### config.mk
export PLATFORM = sky130hd
export DESIGN_NAME = dmi_issue_ctrl
export DESIGN_NICKNAME = d
export VERILOG_FILES = /design/src/rtl/dmi_issue_pkg.sv /design/src/rtl/dmi_reset_shaper.sv /design/src/rtl/dmi_launch_fsm.sv /design/src/rtl/dmi_result_track.sv /design/src/rtl/dmi_issue_ctrl.sv
export SDC_FILE = /design/constraint.sdc
export NUM_CORES = 1
export LEC_CHECK = 0
export ABC_AREA = 1
export BUFFER_PORTS_ARGS = -buffer_cell sky130_fd_sc_hd__buf_2
export CORE_MARGIN = 1.5
export CORE_UTILIZATION = 27
export DETAILED_ROUTE_END_ITERATION = 7
export GPL_TIMING_DRIVEN = 0
export PLACE_DENSITY_LB_ADDON = 0.1
export RECOVER_POWER = 50
export SETUP_SLACK_MARGIN = 0.1
export SYNTH_ARGS = -nofsm -noshare
export SYNTH_HDL_FRONTEND = slang
export SYNTH_SLANG_ARGS = --single-unit
### constraint.sdc
create_clock -name clk -period 1.5 [get_ports clk]
set_clock_uncertainty 0.05 [all_clocks]
set_input_delay 0.075 -clock clk [delete_from_list [all_inputs] [get_ports clk]]
set_output_delay 0.075 -clock clk [all_outputs]
set_load 0.005 [all_outputs]
### src/rtl/dmi_issue_pkg.sv
package dmi_issue_pkg;

    typedef enum logic [1:0] {
        LNK_IDLE  = 2'd0,
        LNK_REQ   = 2'd1,
        LNK_DRAIN = 2'd2
    } lnk_state_t;

    localparam int RES_W = 2;

    localparam logic [RES_W-1:0] RES_OK   = 2'b00;
    localparam logic [RES_W-1:0] RES_FAIL = 2'b10;
    localparam logic [RES_W-1:0] RES_BUSY = 2'b11;

endpackage

### src/rtl/dmi_reset_shaper.sv
module dmi_reset_shaper (
    input  logic clk,
    input  logic rst_n,
    input  logic shf_i,
    input  logic bit_i,
    output logic pulse_o
);

    logic armed_q;

    // Bit is followed only while shifting; otherwise forced low.
    always_ff @(posedge clk) begin
        if (!rst_n) begin
            armed_q <= 1'b0;
        end else if (shf_i) begin
            armed_q <= bit_i;
        end else begin
            armed_q <= 1'b0;
        end
    end

    // High only in the first cycle after shifting ends.
    assign pulse_o = armed_q & ~shf_i;

endmodule

### src/rtl/dmi_launch_fsm.sv
module dmi_launch_fsm
    import dmi_issue_pkg::*;
#(
    parameter int OP_W = 2,
    parameter logic [OP_W-1:0] OP_WRITE = 2'b10
) (
    input  logic            clk,
    input  logic            rst_n,
    input  logic            upd_i,
    input  logic [OP_W-1:0] op_i,
    input  logic            sticky_i,
    input  logic            ack_i,
    input  logic            err_i,
    output logic            req_o,
    output logic            cyc_o,
    output logic            we_o,
    output logic            done_ok_o,
    output logic            done_fail_o
);

    lnk_state_t state_q, state_d;
    logic       we_q;
    logic       op_ok;
    logic       launch;
    logic       answered;
    logic       quiet;

    assign op_ok    = ^op_i;
    assign launch   = upd_i & ~sticky_i & op_ok;
    assign answered = ack_i | err_i;
    assign quiet    = ~ack_i & ~err_i;

    // Next-state logic
    always_comb begin
        state_d = state_q;
        unique case (state_q)
            LNK_IDLE:  if (launch)   state_d = LNK_REQ;
            LNK_REQ:   if (answered) state_d = LNK_DRAIN;
            LNK_DRAIN: if (quiet)    state_d = LNK_IDLE;
            default:                 state_d = LNK_IDLE;
        endcase
    end

    // State register
    always_ff @(posedge clk) begin
        if (!rst_n) begin
            state_q <= LNK_IDLE;
        end else begin
            state_q <= state_d;
        end
    end

    // Direction latched at launch only
    always_ff @(posedge clk) begin
        if (!rst_n) begin
            we_q <= 1'b0;
        end else if (state_q == LNK_IDLE && launch) begin
            we_q <= (op_i == OP_WRITE);
        end
    end

    // Outputs
    always_comb begin
        req_o       = 1'b0;
        cyc_o       = 1'b0;
        done_ok_o   = 1'b0;
        done_fail_o = 1'b0;
        unique case (state_q)
            LNK_IDLE: begin
            end
            LNK_REQ: begin
                req_o       = 1'b1;
                cyc_o       = 1'b1;
                done_ok_o   = ack_i;
                done_fail_o = err_i & ~ack_i;
            end
            LNK_DRAIN: begin
                cyc_o = 1'b1;
            end
            default: begin
            end
        endcase
    end

    assign we_o = we_q;

endmodule

### src/rtl/dmi_result_track.sv
module dmi_result_track
    import dmi_issue_pkg::*;
(
    input  logic             clk,
    input  logic             rst_n,
    input  logic             cap_i,
    input  logic             cyc_i,
    input  logic             done_ok_i,
    input  logic             done_fail_i,
    input  logic             clr_i,
    output logic [RES_W-1:0] status_o,
    output logic             sticky_o,
    output logic             data_we_o
);

    logic [RES_W-1:0] status_q, status_d;
    logic             sticky_q, sticky_d;

    always_comb begin
        status_d = status_q;
        if (cap_i && cyc_i) begin
            status_d = RES_BUSY;
        end else if (done_ok_i) begin
            status_d = RES_OK;
        end else if (done_fail_i) begin
            status_d = RES_FAIL;
        end
    end

    always_comb begin
        sticky_d = sticky_q;
        if (clr_i) begin
            sticky_d = 1'b0;
        end else if (cap_i) begin
            sticky_d = status_d[RES_W-1];
        end
    end

    always_ff @(posedge clk) begin
        if (!rst_n) begin
            status_q <= RES_OK;
            sticky_q <= 1'b0;
        end else begin
            status_q <= status_d;
            sticky_q <= sticky_d;
        end
    end

    assign status_o  = status_q;
    assign sticky_o  = sticky_q;
    assign data_we_o = cap_i & ~cyc_i;

endmodule

### src/rtl/dmi_issue_ctrl.sv
module dmi_issue_ctrl
    import dmi_issue_pkg::*;
#(
    parameter int OP_W = 2,
    parameter int HINT_W = 3,
    parameter logic [HINT_W-1:0] HINT_VAL = 3'b111
) (
    input  logic              clk,
    input  logic              rst_n,
    input  logic              cap_i,
    input  logic              shf_i,
    input  logic              upd_i,
    input  logic [OP_W-1:0]   op_i,
    input  logic              rst_bit_i,
    input  logic              ack_i,
    input  logic              err_i,
    output logic              req_o,
    output logic              we_o,
    output logic              cyc_o,
    output logic [RES_W-1:0]  status_o,
    output logic              data_we_o,
    output logic [HINT_W-1:0] idle_hint_o
);

    logic sticky_w;
    logic clr_pulse_w;
    logic done_ok_w;
    logic done_fail_w;
    logic cyc_w;

    dmi_reset_shaper u_shaper (
        .clk     (clk),
        .rst_n   (rst_n),
        .shf_i   (shf_i),
        .bit_i   (rst_bit_i),
        .pulse_o (clr_pulse_w)
    );

    dmi_launch_fsm #(
        .OP_W (OP_W)
    ) u_fsm (
        .clk         (clk),
        .rst_n       (rst_n),
        .upd_i       (upd_i),
        .op_i        (op_i),
        .sticky_i    (sticky_w),
        .ack_i       (ack_i),
        .err_i       (err_i),
        .req_o       (req_o),
        .cyc_o       (cyc_w),
        .we_o        (we_o),
        .done_ok_o   (done_ok_w),
        .done_fail_o (done_fail_w)
    );

    dmi_result_track u_track (
        .clk         (clk),
        .rst_n       (rst_n),
        .cap_i       (cap_i),
        .cyc_i       (cyc_w),
        .done_ok_i   (done_ok_w),
        .done_fail_i (done_fail_w),
        .clr_i       (clr_pulse_w),
        .status_o    (status_o),
        .sticky_o    (sticky_w),
        .data_we_o   (data_we_o)
    );

    assign cyc_o       = cyc_w;
    assign idle_hint_o = HINT_VAL;

endmodule

Word level (Yosys, flattened, before mapping)
Index checks and enable logic that the tools add are counted. Widths: inputs -> output; s select.

Flip-flop bits (word level): 7. Bits in latches: 0. RAM bits: 0. ROM bits: 0. Bits of input ports: 10. Memories kept: 0.

$add $sub $neg: 0. $mul: 0. Divide/modulo/power cells: 0. $lt $le $gt $ge: 0. Equal/unequal tests: 6. Shifts and indexed selects: 0. Mux-type cells: 11. Bitwise logic cells: 13. Reductions and logical operators: 9.

Operators by type and width (count): $mux 2 (6); $and 1x1->1 (6); $ne 2x1->1 const B (3); $not 1->1 (6); $pmux 2 s3 (1); $eq 2x2->1 const B (2); $mux 1 (4); $reduce_or 2->1 (2); $reduce_and 3->1 (1); $reduce_bool 3->1 (1); $eq 2x1->1 const B (1); $logic_and 1x1->1 (2); $logic_not 2->1 (1); $reduce_and 2->1 (1); $reduce_xor 2->1 (1); $or 1x1->1 (1).

Logic depth before layout (Yosys ltp)
Depth in word-level cells: 6. Mapped depth: 8.

By module
A second synthesis with hierarchy kept.

Cells, all modules: 66. Area, all modules: 456.7 sq um.

Modules (own cells, without submodules): dmi_launch_fsm (times used 1, cells an instance 39, area an instance 254.0 sq um); dmi_result_track (times used 1, cells an instance 17, area an instance 135.1 sq um); dmi_reset_shaper (times used 1, cells an instance 6, area an instance 41.3 sq um); dmi_issue_ctrl (times used 1, cells an instance 4, area an instance 26.3 sq um).

Least setup slack after synthesis
No wires, ideal clock.

Path type: reg2reg. Start: register u_fsm.state_q[0]. End: register u_track.sticky_q, in the netlist u_track.sticky_o. Arrival time: 1.060 ns. Slack: 0.267 ns. Cell stages (with the launch flop): 7. Cell sequence: dfxtp_1 inv_1 ha_1 nand2_1 o21ai_1 a21oi_1 a21oi_1.

Word-level cells in the longest chain between the ends: 5.

Ends and longest elaborated chain: start: declaration (RTL line dmi_launch_fsm.sv:21) `lnk_state_t state_q, state_d;`; start signal: assignment (RTL line dmi_launch_fsm.sv:49) `state_q <= state_d;`; $eq 2x2->1 / $eq 2x1->1 (equally long branches) (RTL line dmi_launch_fsm.sv:68) `unique case (state_q)`; $reduce_or 2->1 (no source line) *; $mux 1 * (RTL line dmi_launch_fsm.sv:68); net cyc_o (RTL line dmi_issue_ctrl.sv:19) `output logic cyc_o,`; $logic_and 1x1->1 * (RTL line dmi_result_track.sv:21) `if (cap_i && cyc_i) begin`; $mux 2 * (RTL line dmi_result_track.sv:21); end signal: assignment (RTL line dmi_result_track.sv:45) `sticky_q <= sticky_d;`; end: declaration (RTL line dmi_result_track.sv:17) `logic sticky_q, sticky_d;`.

The timed path passes the listed nets; every way through them passes the cells marked *. The select of a mux whose other input is x is not followed. A chain may end at the register's enable or synchronous reset.

Worst setup path after layout
Start: register u_fsm.state_q[1]. End: output port data_we_o.

Word-level cells in the longest chain between the ends: 5.

Ends and longest elaborated chain: $eq 2x2->1 / $eq 2x1->1 (equally long branches) (RTL line dmi_launch_fsm.sv:68); $reduce_or 2->1 (no source line) *; $mux 1 * (RTL line dmi_launch_fsm.sv:68); $not 1->1 * (RTL line dmi_result_track.sv:51) `assign data_we_o = cap_i & ~cyc_i;`; $and 1x1->1 * (RTL line dmi_result_track.sv:51); end: declaration (RTL line dmi_issue_ctrl.sv:21) `output logic data_we_o,`.

Mark *: on every way between the ends. The rest lies on a longest branch, timed or not.

==> results.md <==
* Warnings, synthesis at 0
* 1st-pass router iterations at 2
* CTS tree: built
* Ports at 19
* Async set-or-reset flop fraction in the synthesized netlist at 0
* Setup violations, final at 0
* Min Tclk post-route at 1.328 ns
* Top achievable clock speed at 753.2 MHz
* Worst path slowest cell: dfxtp_1
* Total clock buffers created by CTS at 3
* Initial antenna violation count at 0
* Yosys top cell area share at 0.3478
* Overall Power at 685.4 uW
* Die height at 41.63 um
* Filler cells at 156
* Root buf cell: clkbuf_4
* Reg area at 141.4 um2
* Cell taking the most area after synthesis: dfxtp_1
* Cell Area, Synth at 402.9 um2
* Kind of cell adding the most delay to the critical path: flip-flops
* Starting Density at 0.2984
* Status: finished clean
* RSZ-0062 raised after global routing: no
* Setup crit start kind: register
* Residual DRC at 0
* Post-synth top cells: 10 x inv_1, 7 x dfxtp_1, 6 x nand2_1, 5 x nor2_1
* Clk Latency, worst-skew pair at 0.25 ns
* Area of the multi-input gates at 214.0 um2
* Aggregate global-route resource usage at 0.1001
* # nets final at 90
* Top post-synthesis cells by area: dfxtp_1 35%, ha_1 12%, inv_1 9.3%
* Post-synth EDFFs at 0
* PortBufs at 15
* Hold Slack at 0.004995 ns
* Crit path cell chain: inv_1 > ha_1 > nor2_1 > buf_2
* CP Class: reg2out
* Largest net degree at the start of global routing at 6
* Register bit total from synthesis at 7
* Most frequent cell after synthesis: inv_1
* Vias in the first global route at 355
* Number of clock sinks at 7
* Final WL at 828 um
* Clock-pin slew on the worst setup and hold paths at 0.05 ns
* Setup TNS at 0 ns
* Worst Setup End Kind: primary output
* Hold WC Path Type: in2reg
* Max-cap violation count at 0
* Data arrival, critical path at 1.20 ns
* Post-route ant nets at 0
* Leak Pwr at 0.0002739 uW
* N_diodes at 0
* Highest ir drop seen on vdd at 559.4 uV
* Via-per-instance ratio at 4.322
* Required @ worst endpoint at 1.37 ns
* Avg WL per Cell at 9.200 um
* Cells after synthesis at 54
* Gpl congestion at 0.7122
* CP max stage delay at 0.36 ns
* Worst reg2reg setup slack at 0.18 ns
* Placed Area at 504.2 um2
* Die Wd at 41.63 um
* CTS H-tree lvls at 1
* Setup bufs post-CTS at 0
* Seq/Total Area, Yosys at 0.3478
* Final hold violations at 0
* Grt total ovfl at 0
* Via Count at 389
* Final cycle utilization of the critical path at 0.8851
* Slew Limit Fails at 0
* Num rows at 13
* Ys flop type: dfxtp_1
* Synth Area per Inst at 7.461 um2
* Number of DRC markers in iteration 0 at 4
* HPWL Detailed at 658.3 um
* Share of cells above drive strength 1 at 0.3333
* PwrDens at 1286 nW/um2
* Die footprint at 1733 um2
* Yosys cell types at 20
* Clock Path Buffers at 2
* Worst-path maximum fanout at 3
* Core area at 1350 um2
* Syn-to-layout area delta at 32.30%
* First-pass GRT wire length at 1.331 mm
* Worst path buffer plus inverter count at 2
* Design Area, Final at 533.0 um2
==> path summary, 6_finish.rpt <==
| check | from | endpoint | cells after the start |
|---|---|---|---|
| min reg2reg | u_fsm.state_q[0] | u_fsm.state_q[0] | 2 |
| min | cap_i | u_track.sticky_o | 2 |
| max reg2reg | u_fsm.state_q[1] | u_track.sticky_o | 6 |
| max | u_fsm.state_q[1] | data_we_o | 4 |
==> repair_timing <==
item / in CTS / in global routing
setup endpoints to repair: 0 / 3
hold buffers: 0 / 0
gates resized for setup: 0 / 4
==> kinds of logic after synthesis <==
| kind of cell | synth area share |
|---|---|
| compound gates | 0.1428 |
| other cells | 0.009308 |
| buf+inv | 0.1491 |
| flops | 0.3478 |
| fa+ha+maj | 0.1242 |
| simple gates | 0.2267 |
==> routing by layer <==
metal	GRT usage	vias up	wire, um
met3	0.06522	0	53
met4	0.01935	0	0
met2	0.1469	12	386
met1	0.1230	168	388
met5	0	-	0
li1	-	209	-
==> area by class of cell <==
cell class,instances,area share
multi-input combinational,36,0.4014
sequential,7,0.2653
timing repair buffer,15,0.1362
inverter,10,0.07042
clock buffer,4,0.04930
buffer,3,0.04225
tap,15,0.03521
==> worst register-to-register path: stages (launching register included) <==
cell     delay [ns]
dfxtp_1        0.36
inv_1          0.07
ha_1           0.31
nand2_1        0.10
o21ai_1        0.08
a21oi_2        0.15
a21oi_1        0.08
==> flip-flops by register name, indices dropped and copies added, names as in the netlist <==
register,flops
u_fsm.state_q,2
u_track.status_o,2
u_fsm.we_o,1
u_shaper.armed_q,1
u_track.sticky_o,1
==> layout by cell type (no fill, tap or decap) <==
cell and instances:
nand2_1 6, inv_1 10, o221ai_1 1, a21oi_2 2
and3_1 1, nor2_2 1, o21ai_1 1, o21ai_2 1
dfxtp_2 1, nand2_2 1, buf_4 3, nor2_1 5
clkbuf_1 3, buf_2 13, ha_1 4, clkbuf_4 3
nand3_1 4, dfxtp_1 6, o21ai_0 1, nand4_1 1
nor3_1 1, conb_1 3, a21oi_1 2, a31oi_1 1
==> where the power goes <==
part	total (uW)	internal (uW)	switching, uW	leakage, uW
sequential	248	225	23.2	0.0000579
combinational	269	120	148	0.000201
clock	169	101	67.3	0.0000150
total	685	446	239	0.000274
==> through the flow <==
stage                     setup slack (ns)  cells  utilization
after floorplan                     0.2667     56            -
after global placement              0.1329     86       0.3735
after detailed placement            0.1460     86       0.3735
after CTS                           0.1312     90       0.3930
after global routing               0.07214     90       0.3948
final                               0.1723     90       0.3948
Power figures use the tool's default switching activity.
